File: config.mk
export PLATFORM = sky130hd
export DESIGN_NAME = hilo_mac
export DESIGN_NICKNAME = d
export VERILOG_FILES = /design/src/rtl/hilo_mac_pkg.sv /design/src/rtl/hilo_mac_core.sv /design/src/rtl/hilo_mac_acc.sv /design/src/rtl/hilo_mac_regs.sv /design/src/rtl/hilo_mac.sv
export SDC_FILE = /design/constraint.sdc
export NUM_CORES = 1
export LEC_CHECK = 0
export BUFFER_PORTS_ARGS = -buffer_cell sky130_fd_sc_hd__buf_2
export CORE_MARGIN = 4
export CORE_UTILIZATION = 51
export DETAILED_ROUTE_END_ITERATION = 8
export GPL_TIMING_DRIVEN = 0
export PLACE_DENSITY = 0.7
export REMOVE_ABC_BUFFERS = 1
export SLEW_MARGIN = 5
export SYNTH_ARGS = -nofsm -noshare
export SYNTH_HDL_FRONTEND = slang
export SYNTH_SLANG_ARGS = --single-unit
File: constraint.sdc
create_clock -name clk -period 12.75 [get_ports clk]
set_input_delay 2.55 -clock clk [delete_from_list [all_inputs] [get_ports clk]]
set_output_delay 2.55 -clock clk [all_outputs]
set_load 0.005 [all_outputs]
File: src/rtl/hilo_mac_pkg.sv
package hilo_mac_pkg;

    // Bits 2:1 of the operation code select the kind of work.
    typedef enum logic [1:0] {
        KIND_MUL = 2'b00,
        KIND_ADD = 2'b01,
        KIND_SUB = 2'b10,
        KIND_RSV = 2'b11
    } hm_kind_e;

    function automatic logic op_is_valid(input logic [2:0] op_code);
        return op_code[2:1] != 2'b11;
    endfunction

endpackage

File: src/rtl/hilo_mac_core.sv
// Iterative shift-add multiplier: one multiplier bit per clock over W clocks.
// Signed operands are converted to magnitudes up front and the sign is
// applied to the final sum.
module hilo_mac_core
    import hilo_mac_pkg::*;
#(
    parameter int W = 32
) (
    input  logic               clk,
    input  logic               rst_n,
    input  logic               go,
    input  logic [W-1:0]       go_a,
    input  logic [W-1:0]       go_b,
    input  logic               go_signed,
    input  hm_kind_e           go_kind,
    output logic               busy,
    output logic               fin,
    output hm_kind_e           run_kind,
    output logic [2*W-1:0]     prod
);
    localparam int PW = 2 * W;
    localparam int CW = (W > 1) ? $clog2(W) : 1;
    localparam logic [CW-1:0] LAST = CW'(W - 1);

    typedef struct packed {
        logic           busy;
        logic [CW-1:0]  cnt;
        logic [PW-1:0]  mcand;
        logic [W-1:0]   mplier;
        logic [PW-1:0]  sum;
        logic           neg;
        hm_kind_e       kind;
    } core_s;

    core_s core_d, core_q;
    logic [PW-1:0] partial;

    function automatic logic [W-1:0] magnitude(input logic [W-1:0] v, input logic sgn);
        return (sgn && v[W-1]) ? (~v + W'(1)) : v;
    endfunction

    always_comb begin
        core_d  = core_q;
        fin     = 1'b0;
        partial = core_q.sum + (core_q.mplier[0] ? core_q.mcand : '0);
        if (!core_q.busy) begin
            if (go) begin
                core_d.busy   = 1'b1;
                core_d.cnt    = '0;
                core_d.mcand  = {{W{1'b0}}, magnitude(go_a, go_signed)};
                core_d.mplier = magnitude(go_b, go_signed);
                core_d.sum    = '0;
                core_d.neg    = go_signed & (go_a[W-1] ^ go_b[W-1]);
                core_d.kind   = go_kind;
            end
        end else begin
            core_d.sum    = partial;
            core_d.mcand  = core_q.mcand << 1;
            core_d.mplier = core_q.mplier >> 1;
            core_d.cnt    = core_q.cnt + CW'(1);
            if (core_q.cnt == LAST) begin
                core_d.busy = 1'b0;
                fin         = 1'b1;
            end
        end
    end

    always_ff @(posedge clk or negedge rst_n) begin
        if (!rst_n) core_q <= '0;
        else        core_q <= core_d;
    end

    assign busy     = core_q.busy;
    assign run_kind = core_q.kind;
    assign prod     = core_q.neg ? (~partial + PW'(1)) : partial;

endmodule

File: src/rtl/hilo_mac_acc.sv
// Combines the finished product with the current {HI,LO}, modulo 2^(2W).
module hilo_mac_acc
    import hilo_mac_pkg::*;
#(
    parameter int W = 32
) (
    input  hm_kind_e        kind,
    input  logic [2*W-1:0]  prod,
    input  logic [2*W-1:0]  cur,
    output logic [2*W-1:0]  nxt
);
    always_comb begin
        unique case (kind)
            KIND_MUL: nxt = prod;
            KIND_ADD: nxt = cur + prod;
            KIND_SUB: nxt = cur - prod;
            default:  nxt = cur;
        endcase
    end
endmodule

File: src/rtl/hilo_mac_regs.sv
// HI/LO register pair with a completion load and idle-time direct writes.
module hilo_mac_regs #(
    parameter int W = 32
) (
    input  logic            clk,
    input  logic            rst_n,
    input  logic            ld_en,
    input  logic [2*W-1:0]  ld_val,
    input  logic            wr_ok,
    input  logic            hi_we,
    input  logic [W-1:0]    hi_wd,
    input  logic            lo_we,
    input  logic [W-1:0]    lo_wd,
    output logic [W-1:0]    hi,
    output logic [W-1:0]    lo,
    output logic            done
);
    typedef struct packed {
        logic [W-1:0] hi;
        logic [W-1:0] lo;
        logic         done;
    } regs_s;

    regs_s regs_d, regs_q;

    always_comb begin
        regs_d      = regs_q;
        regs_d.done = ld_en;
        if (ld_en) begin
            {regs_d.hi, regs_d.lo} = ld_val;
        end else if (wr_ok) begin
            if (hi_we) regs_d.hi = hi_wd;
            if (lo_we) regs_d.lo = lo_wd;
        end
    end

    always_ff @(posedge clk or negedge rst_n) begin
        if (!rst_n) regs_q <= '0;
        else        regs_q <= regs_d;
    end

    assign hi   = regs_q.hi;
    assign lo   = regs_q.lo;
    assign done = regs_q.done;
endmodule

File: src/rtl/hilo_mac.sv
module hilo_mac
    import hilo_mac_pkg::*;
#(
    parameter int W = 32
) (
    input  logic          clk,
    input  logic          rst_n,
    input  logic          start,
    input  logic [2:0]    op,
    input  logic [W-1:0]  opa,
    input  logic [W-1:0]  opb,
    output logic          busy,
    output logic          done,
    input  logic          hi_we,
    input  logic [W-1:0]  hi_wdata,
    input  logic          lo_we,
    input  logic [W-1:0]  lo_wdata,
    output logic [W-1:0]  hi_rd,
    output logic [W-1:0]  lo_rd
);
    logic           accept;
    logic           fin;
    hm_kind_e       run_kind;
    logic [2*W-1:0] prod;
    logic [2*W-1:0] acc_nxt;

    assign accept = start & ~busy & op_is_valid(op);

    hilo_mac_core #(.W(W)) core_i (
        .clk       (clk),
        .rst_n     (rst_n),
        .go        (accept),
        .go_a      (opa),
        .go_b      (opb),
        .go_signed (~op[0]),
        .go_kind   (hm_kind_e'(op[2:1])),
        .busy      (busy),
        .fin       (fin),
        .run_kind  (run_kind),
        .prod      (prod)
    );

    hilo_mac_acc #(.W(W)) acc_i (
        .kind (run_kind),
        .prod (prod),
        .cur  ({hi_rd, lo_rd}),
        .nxt  (acc_nxt)
    );

    hilo_mac_regs #(.W(W)) regs_i (
        .clk    (clk),
        .rst_n  (rst_n),
        .ld_en  (fin),
        .ld_val (acc_nxt),
        .wr_ok  (~busy),
        .hi_we  (hi_we),
        .hi_wd  (hi_wdata),
        .lo_we  (lo_we),
        .lo_wd  (lo_wdata),
        .hi     (hi_rd),
        .lo     (lo_rd),
        .done   (done)
    );
endmodule

## Word level (Yosys, flattened, before mapping)

Index checks and enable logic that the tools add are counted.

- $add $sub $neg: 7
- Eq/ne operators: 6
- Multiplexer cells: 14
- Bitwise operators: 9
- Reductions and logical operators: 9

Operators with widths:

| kind | count |
|---|---|
| 64-bit 2-to-1 mux | 4 |
| 64-bit one-hot mux with 3 select lines | 1 |
| 169-bit 2-to-1 mux | 1 |
| 166-bit 2-to-1 mux | 1 |
| 64-bit adder | 2 |
| 32-bit 2-to-1 mux | 4 |
| 32-bit by 1-bit adder with 32-bit output (second input constant) | 2 |
| 64-bit by 1-bit adder with 64-bit output (second input constant) | 1 |
| 32-bit inverter | 2 |
| 64-bit inverter | 1 |
| 64-bit subtractor | 1 |
| 3-bit AND reduction | 2 |
| 2-bit nonzero test | 3 |
| 5-bit by 1-bit adder with 5-bit output (second input constant) | 1 |
| 5-bit equality test (second input constant) | 1 |
| 4-bit by 1-bit inequality test with 1-bit output (second input constant) | 1 |
| 1-bit bitwise AND | 3 |
| 1-bit 2-to-1 mux | 3 |
| 2-bit by 1-bit equality test with 1-bit output (second input constant) | 1 |
| 2-bit equality test (second input constant) | 1 |
| 1-bit logical AND | 2 |
| 2-bit logical NOT | 1 |
| 2-bit by 1-bit inequality test with 1-bit output (second input constant) | 1 |
| 2-bit inequality test (second input constant) | 1 |
| other kinds (3) | 4 |

- Register bits: 234
- Output and inout bits: 66
- Word-level logic and storage cells: 55

## Longest topological paths before layout

Gate-level depths: netlist of run 1.

- Word-level depth: 8
- Mapped depth: 37

## By module

A second synthesis of run 1 with hierarchy kept.

- Cells, all modules: 3267
- Area total of the unflattened synthesis: 24686.2 um^2

By module, submodules not included:

| module | instances | cells an instance | area each (um^2) | sequential area each (um^2) |
|---|---|---|---|---|
| hilo_mac_core | 1 | 1873 | 14604.0 | 4229.1 |
| hilo_mac_acc | 1 | 1025 | 6451.2 | 0.0 |
| hilo_mac_regs | 1 | 365 | 3613.5 | 1626.6 |
| hilo_mac | 1 | 4 | 17.5 | 0.0 |

## Worst setup path after synthesis of run 1

No wires, ideal clock.

- Path kind: flip-flop to flip-flop
- From: register core_i.core_q[67] (netlist name)
- To: register regs_i.regs_q[64], in the netlist regs_i.hi[31]
- Data arrival time: 8.404 ns
- Required time: 12.683 ns
- Setup slack: 4.279 ns
- Cell stages (with the launch flop): 37
- Path buffers: 4
- Cells stage by stage: dfrtp_1 clkbuf_1 clkbuf_1 and2_1 ha_1 fa_1 a21o_1 a2111oi_4 o21a_1 buf_6 xnor2_4 or3_4 or4_1 buf_2 or4_1 a21oi_1 o21ai_1 nor4_2 nor2_1 xor2_1 ha_1 nand3_1 or3_1 nor2_1 nand2_1 o21ai_0 a22oi_1 o31ai_1 a2111oi_0 o31ai_1 nand4_1 a21oi_1 xnor2_1 nand3_1 or4_1 a31o_1 nand3_2

- Cells in the longest elaborated chain, start to end: 8
- Elaborated cells on any way between the ends: 9
- Classes of those cells: add/sub: 4; mux: 4; bitwise: 1

Ends and longest elaborated chain:

| item | RTL line | text |
|---|---|---|
| from (decl) | hilo_mac_core.sv:35 | `core_s core_d, core_q;` |
| from (signal assigned) | hilo_mac_core.sv:70 | `else core_q <= core_d;` |
| 64-bit 2-to-1 mux * | hilo_mac_core.sv:45 | `partial = core_q.sum + (core_q.mplier[0] ? core_q.mcand : '0);` |
| 64-bit adder * | hilo_mac_core.sv:45 |  |
| 64-bit inverter | hilo_mac_core.sv:75 | `assign prod = core_q.neg ? (~partial + PW'(1)) : partial;` |
| 64-bit by 1-bit adder with 64-bit output | hilo_mac_core.sv:75 |  |
| 64-bit 2-to-1 mux * | hilo_mac_core.sv:75 |  |
| 64-bit subtractor / 64-bit adder (equally long branches) | hilo_mac_acc.sv:16, hilo_mac_acc.sv:15 |  |
| 64-bit one-hot mux with 3 select lines * | hilo_mac_acc.sv:13 | `unique case (kind)` |
| 64-bit 2-to-1 mux * | hilo_mac_regs.sv:29 | `if (ld_en) begin` |
| to (signal assigned) | hilo_mac_regs.sv:39 | `else regs_q <= regs_d;` |
| to (decl) | hilo_mac_regs.sv:24 | `regs_s regs_d, regs_q;` |

Mark *: on every way between the ends. The rest lies on a longest branch, timed or not.
A chain may end at the register's enable or synchronous reset.

## Worst setup path in the final report of run 1

Same ends and word-level chain as after synthesis.

==> flow_summary.json, run 1 <==
{
  "netlist_area_sq_mm": 0.0234,
  "worstSkewPairLatency_ns": 0.59,
  "cts_sinks": 234,
  "gp_congestion": 0.949,
  "grt_usage_pct": 26.9,
  "num_antenna_cells": 0,
  "fin_util_pct": 57.0,
  "fill_cells": 4257,
  "synth_top_flop_cell": "dfrtp_1",
  "num_vias": 23458,
  "slew_viol_final": 0,
  "min_period_ns": 10.92,
  "max-clock-path-buffers": 3,
  "overflow": 0,
  "grt_pass1_wl_um": 113000,
  "placed_area_sq_mm": 0.0249,
  "seq_area_sq_mm": 0.00586,
  "area_growth_pct": 10.6,
  "num_rows": 78,
  "cts.root.buffer_cell": "clkbuf_16",
  "cellLeakagePower_nw": 11.1,
  "ir_drop_uv": 247,
  "hold_path_class": "register to register",
  "fin_cells": 3842,
  "multi_input_area_sq_mm": 0.0167,
  "max_slew_margin_pct": 14.9,
  "cts_tree": "done",
  "worst_pin_slew_ns": 1.27,
  "wirelength_um": 69700,
  "grt_pass1_vias": 21584,
  "synthArstFlopShare_pct": 100,
  "drt-initial-drc-count": 2044,
  "drive_above_1_share_pct": 10.3,
  "htreeDepth": 1,
  "clk_pin_slew_ns": 0.06,
  "vias_per_cell": 6.11,
  "outcome": "complete, no violations",
  "drtPass1Iterations": 6,
  "setup_viol": 0,
  "synth-edff-count": 0,
  "cts_resized": 0,
  "max_stage_delay_ns": 0.72,
  "cts_setup_buffers": 0,
  "crit_fanout": 65,
  "cts-hold-fix-buffers": 0,
  "final.setup_skew_ns": 0.0261,
  "die_h_um": 222,
  "slowest_stage": "dfrtp_2",
  "period_share_pct": 85.7,
  "fin_area_sq_mm": 0.0259,
  "io_buffer_count": 201,
  "ys_ff_latch": 234,
  "path_common_cell": "o31ai_1",
  "wl_per_cell_um": 18.1,
  "fmax_mhz": 91.6,
  "cp-start-kind": "register",
  "grt_setup_unrepaired": "false",
  "initial_core_util_pct": 51.6,
  "layout_setup_ws_ns": 1.83,
  "antenna_left": 0,
  "power_density_mw_per_mm2": 319,
  "nets": 3492,
  "endpoint_kind": "register",
  "timing.hold.ws_ns": 0.478,
  "antenna_found_initial": 0,
  "final-hold-violation-count": 0,
  "worstPathArrival_ns": 11.45,
  "synth.avg_cell_area_sq_um": 7.44,
  "cts_made_buffers": 29,
  "dieArea_sq_mm": 0.0494,
  "ys_warn_count": 0,
  "cp.required_ns": 13.28,
  "grt_max_degree": 117,
  "ios": 202,
  "placed_cells": 3788,
  "yosysSeqAreaShare_pct": 25.0,
  "drv_cap": 0,
  "worstSetupPathType": "register to register",
  "yosysUniqueCellTypes": 106,
  "dp_slack_ns": 2.09,
  "core_sq_mm": 0.0454,
  "fp.dieW_um": 222,
  "drc_errors": 0,
  "syn-instance-count": 3146,
  "hpwl_um": 53200
}
[area by class of cell]
| cell class | instances | share of cell area (%) |
|---|---|---|
| inverters | 67 | 0.976 |
| clock inverters | 14 | 0.662 |
| well taps | 600 | 2.90 |
| flip-flops and latches | 234 | 22.6 |
| repair buffers | 216 | 5.32 |
| multi-input cells | 2671 | 64.3 |
| clock buffers | 40 | 3.16 |
[logic make-up after synthesis]
family / after synthesis / synth area share [%]
xor+xnor: 264 / 9.99
compound gates: 1103 / 29.4
fa+ha+maj: 137 / 7.39
mux: 16 / 0.700
simple gates: 1151 / 23.5
flops: 234 / 25.0
buf+inv: 241 / 3.99
[worst max-delay path: cells and delay by family, from the launching register on]
kind	cells	cell delay, ns
xor+xnor	4	0.86
flops	1	0.72
simple gates	14	4.13
fa+ha+maj	3	1.05
compound gates	11	4.05
[path summary, 6_finish.rpt]
| kind | start | end | slack [ns] | depth (start not counted) |
|---|---|---|---|---|
| max | core_i.core_q[67] | regs_i.hi[31] | 1.83 | 32 |
| min | core_i.core_q[79] | core_i.core_q[78] | 0.48 | 2 |
| max reg2reg | core_i.core_q[67] | regs_i.hi[31] | 1.83 | 32 |
| min reg2reg | core_i.core_q[79] | core_i.core_q[78] | 0.48 | 2 |
| max in group asynchronous | rst_n | core_i.core_q[107] | 9.90 | 2 |
| min in group asynchronous | rst_n | regs_i.hi[22] | 1.87 | 1 |
[layout by cell type (no fill, tap or decap), types with 85 or more instances in the layout]
master | netlist | layout
nor2_1 | 234 | 234
a21oi_1 | 290 | 288
o21ai_0 | 367 | 367
dfrtp_1 | 234 | 231
xor2_1 | 114 | 114
and2_1 | 84 | 85
xnor2_1 | 148 | 148
nand2_1 | 463 | 461
ha_1 | 135 | 133
buf_2 | 15 | 200
[stage by stage]
step	setup TNS, ns	total power, mW
after detailed placement	0	7.25
final	0	8.25
after global routing	0	9.01
after floorplan	0	5.86
after CTS	0	8.17
after global placement	-97.22	7.10
[metal layers]
metal  GRT usage, %  vias up  share of wire [%]
met3           4.24      102                6.9
met2           39.7      718                 42
met1           41.5    11075                 49
met5              0        -                  0
li1               -    11563                  -
met4           5.62        0                2.1
[Yosys cell counts, types with 11 or more instances]
library cell	number	area share, %
ha_1	135	7.2
xnor2_1	148	5.5
a2111oi_0	11	0.41
a211o_1	11	0.41
or3_1	39	1.0
dfrtp_1	234	25
clkbuf_1	136	2.2
nand2_1	463	7.4
buf_1	21	0.34
mux2i_1	13	0.56
a21oi_1	290	6.2
nand2b_1	26	0.70
and2_1	84	2.2
buf_2	15	0.32
or2_2	20	0.53
nor3_1	59	1.3
a31oi_1	27	0.72
o21a_1	32	1.0
a221oi_1	11	0.41
and3_1	29	0.78
xor2_1	114	4.3
nand4_1	33	0.88
o22ai_1	14	0.37
o211ai_1	49	1.6
a211oi_1	30	0.96
a21o_1	63	2.0
o31ai_1	42	1.3
nand3_1	53	1.1
nor2_1	234	3.8
inv_1	66	1.1
o21ai_0	367	7.8
nor2b_1	17	0.45
o21bai_1	25	0.80
nor4_1	29	0.78
[sequential cells by signal (all words and copies together) (netlist names)]
| register | count |
|---|---|
| core_i.busy | 1 |
| regs_i.hi | 32 |
| core_i.core_q | 166 |
| regs_i.done | 1 |
| regs_i.lo | 32 |
| core_i.run_kind | 2 |
[report_power, final]
| group | internal [mW] | leakage [nW] | switching [mW] | total, mW |
|---|---|---|---|---|
| clock | 0.510 | 0.481 | 0.351 | 0.862 |
| combinational | 2.45 | 7.68 | 3.60 | 6.05 |
| sequential | 1.04 | 2.98 | 0.286 | 1.33 |
No activity file was read; power rests on OpenSTA's default activity.
==> run 2: changes to the inputs <==
--- a/config.mk
+++ b/config.mk
@@ -8,6 +8,7 @@
 export BUFFER_PORTS_ARGS = -buffer_cell sky130_fd_sc_hd__buf_2
 export CORE_MARGIN = 4
 export CORE_UTILIZATION = 51
+export CTS_BUF_LIST = sky130_fd_sc_hd__clkbuf_8 sky130_fd_sc_hd__clkbuf_16
 export DETAILED_ROUTE_END_ITERATION = 8
 export GPL_TIMING_DRIVEN = 0
 export PLACE_DENSITY = 0.7
==> run 2 against run 1 <==
Against the previous run:
- wire length about the same
- clock skew up 0.00098 ns
- die area unchanged
- worst hold slack hardly changed
- final area stayed put
- setup slack improved by 0.012 ns
- register-to-register slack is essentially flat
- global-route usage is the same
- largest cell class unchanged
==> flow_summary.json, run 2 (synthesis results as in run 1) <==
{
  "antenna_left": 0,
  "layout_common_cells": "nand2_1, o21ai_0, a21oi_1, nor2_1, dfrtp_1",
  "vias_per_cell": 6.10,
  "initial_core_util_pct": 51.6,
  "area_growth_pct": 10.6,
  "grt_setup_unrepaired": "false",
  "p_sw_mw": 4.24,
  "cts_tree": "done",
  "reg2reg_from": "core_i.core_q[67]",
  "drt-initial-drc-count": 2058,
  "path_common_cell": "o31ai_1",
  "ios": 202,
  "setup_viol": 0,
  "hp-start": "core_i.core_q[79]",
  "worstSkewPairLatency_ns": 0.59,
  "fin_cells": 3842,
  "crit_fanout": 65,
  "max_stage_delay_ns": 0.72,
  "cp-start-kind": "register",
  "num_antenna_cells": 0,
  "power_density_mw_per_mm2": 318,
  "io_buffer_count": 201,
  "wirelength_um": 69600,
  "grt_pass1_vias": 21584,
  "r2r_setup_slack_ns": 1.84,
  "placed_area_sq_mm": 0.0249,
  "fp.dieW_um": 222,
  "drc_errors": 0,
  "drtPass1Iterations": 6,
  "fmax_mhz": 91.7,
  "swShare_pct": 51.5,
  "htreeDepth": 1,
  "outcome": "complete, no violations",
  "core_sq_mm": 0.0454,
  "worst_pin_slew_ns": 1.27,
  "fin_area_sq_mm": 0.0259,
  "gp_congestion": 0.949,
  "worstPathArrival_ns": 11.44,
  "mostFrequentLayoutCell": "nand2_1",
  "r2r_cells": 32,
  "comb_power_share_pct": 73.5,
  "internal-power_mw": 4.00,
  "largest_register_ffs": 166,
  "hold_path_class": "register to register",
  "cts.root.buffer_cell": "clkbuf_16",
  "worstSetupPathType": "register to register",
  "wl_per_cell_um": 18.1,
  "grt_pass1_wl_um": 113000,
  "cts_made_buffers": 29,
  "cellLeakagePower_nw": 11.2,
  "die_h_um": 222,
  "max-clock-path-buffers": 3,
  "grt_usage_pct": 26.9,
  "num_rows": 78,
  "min_period_ns": 10.91,
  "min_delay_path_depth": 2,
  "pwr-share-clk_pct": 10.4,
  "final-hold-violation-count": 0,
  "drv_cap": 0,
  "fill_cells": 4257,
  "grt_max_degree": 117,
  "nets": 3492,
  "antenna_found_initial": 0,
  "reg2reg_to": "regs_i.hi[31]",
  "slowest_stage": "dfrtp_2",
  "cts_setup_buffers": 0,
  "holdPathEnd": "core_i.core_q[78]",
  "seq_power_share_pct": 16.1,
  "drive_above_1_share_pct": 10.3,
  "startpoint": "core_i.core_q[67]",
  "dieArea_sq_mm": 0.0494,
  "endpoint_kind": "register",
  "ir_drop_uv": 247,
  "placed_cells": 3788,
  "max_slew_margin_pct": 15.2,
  "clk_pin_slew_ns": 0.06,
  "cp.required_ns": 13.28,
  "overflow": 0,
  "num_vias": 23454,
  "cts-hold-fix-buffers": 0,
  "regMostFlops": "core_i.core_q",
  "cts_resized": 0,
  "final.setup_skew_ns": 0.0271,
  "cts_sinks": 234,
  "slew_viol_final": 0,
  "period_share_pct": 85.6,
  "hpwl_um": 53200
}
[run 2: cell types whose count changed in the layout (fill, tap and decap cells not counted), sizes merged]
cell    before  now
inv         67   73
clkbuf      40   34
[run 2: worst max-delay path by stage]
stage / endpoint / slack [ns] / depth (start not counted)
3_3_place_gp: regs_i.lo[0] / -1.75 / 3
3_5_place_dp: regs_i.hi[31] / 2.09 / 32
6_report: regs_i.hi[31] / 1.84 / 32
4_1_cts: regs_i.hi[31] / 2.03 / 32
2_1_floorplan: regs_i.lo[1] / 2.95 / 3
5_1_grt: regs_i.hi[31] / 1.05 / 32
[run 2: power by group through the flow]
stage / clock, mW / combinational, mW / sequential (mW)
final: 0.857 / 6.05 / 1.33
after global routing: 0.905 / 6.72 / 1.37
after CTS: 0.875 / 5.96 / 1.33
after detailed placement: 0 / 5.92 / 1.33
after global placement: 0 / 5.71 / 1.39
after floorplan: 0 / 4.57 / 1.30
[run 2: cell type report]
cell class	count	area (sq um)	area share [%]
Multi-Input combinational cell	2671	16700	64.3
Inverter	67	253	0.976
Tap cell	600	751	2.90
Timing Repair Buffer	216	1380	5.32
Clock inverter	20	194	0.749
Clock buffer	34	795	3.07
Sequential cell	234	5860	22.6
[run 2: critical path, delay by kind of cell (launching register included)]
kind            cells  cell delay (ns)
simple gates       14             4.11
fa+ha+maj           3             1.05
compound gates     11             4.04
xor+xnor            4             0.87
flops               1             0.72
[run 2: metrics by stage]
| step | TNS [ns] | setup slack (ns) | utilization (%) | hold WS (ns) | total power, mW |
|---|---|---|---|---|---|
| floorplan | 0 | 2.95 | - | 0.453 | 5.86 |
| global placement | -97.22 | -1.75 | 53.9 | 0.462 | 7.10 |
| detailed placement | 0 | 2.09 | 54.9 | 0.474 | 7.25 |
| CTS | 0 | 2.03 | 57.0 | 0.480 | 8.16 |
| global route | 0 | 1.05 | 57.0 | 0.507 | 9.00 |
| finish | 0 | 1.84 | 57.0 | 0.478 | 8.24 |
[run 2: per-layer routing]
layer	up-vias	GRT usage, %	part of all wire (%)
met2	754	39.7	42
met1	11038	41.5	49
li1	11562	-	-
met5	-	0	0
met4	0	5.62	2.1
met3	100	4.24	7.0
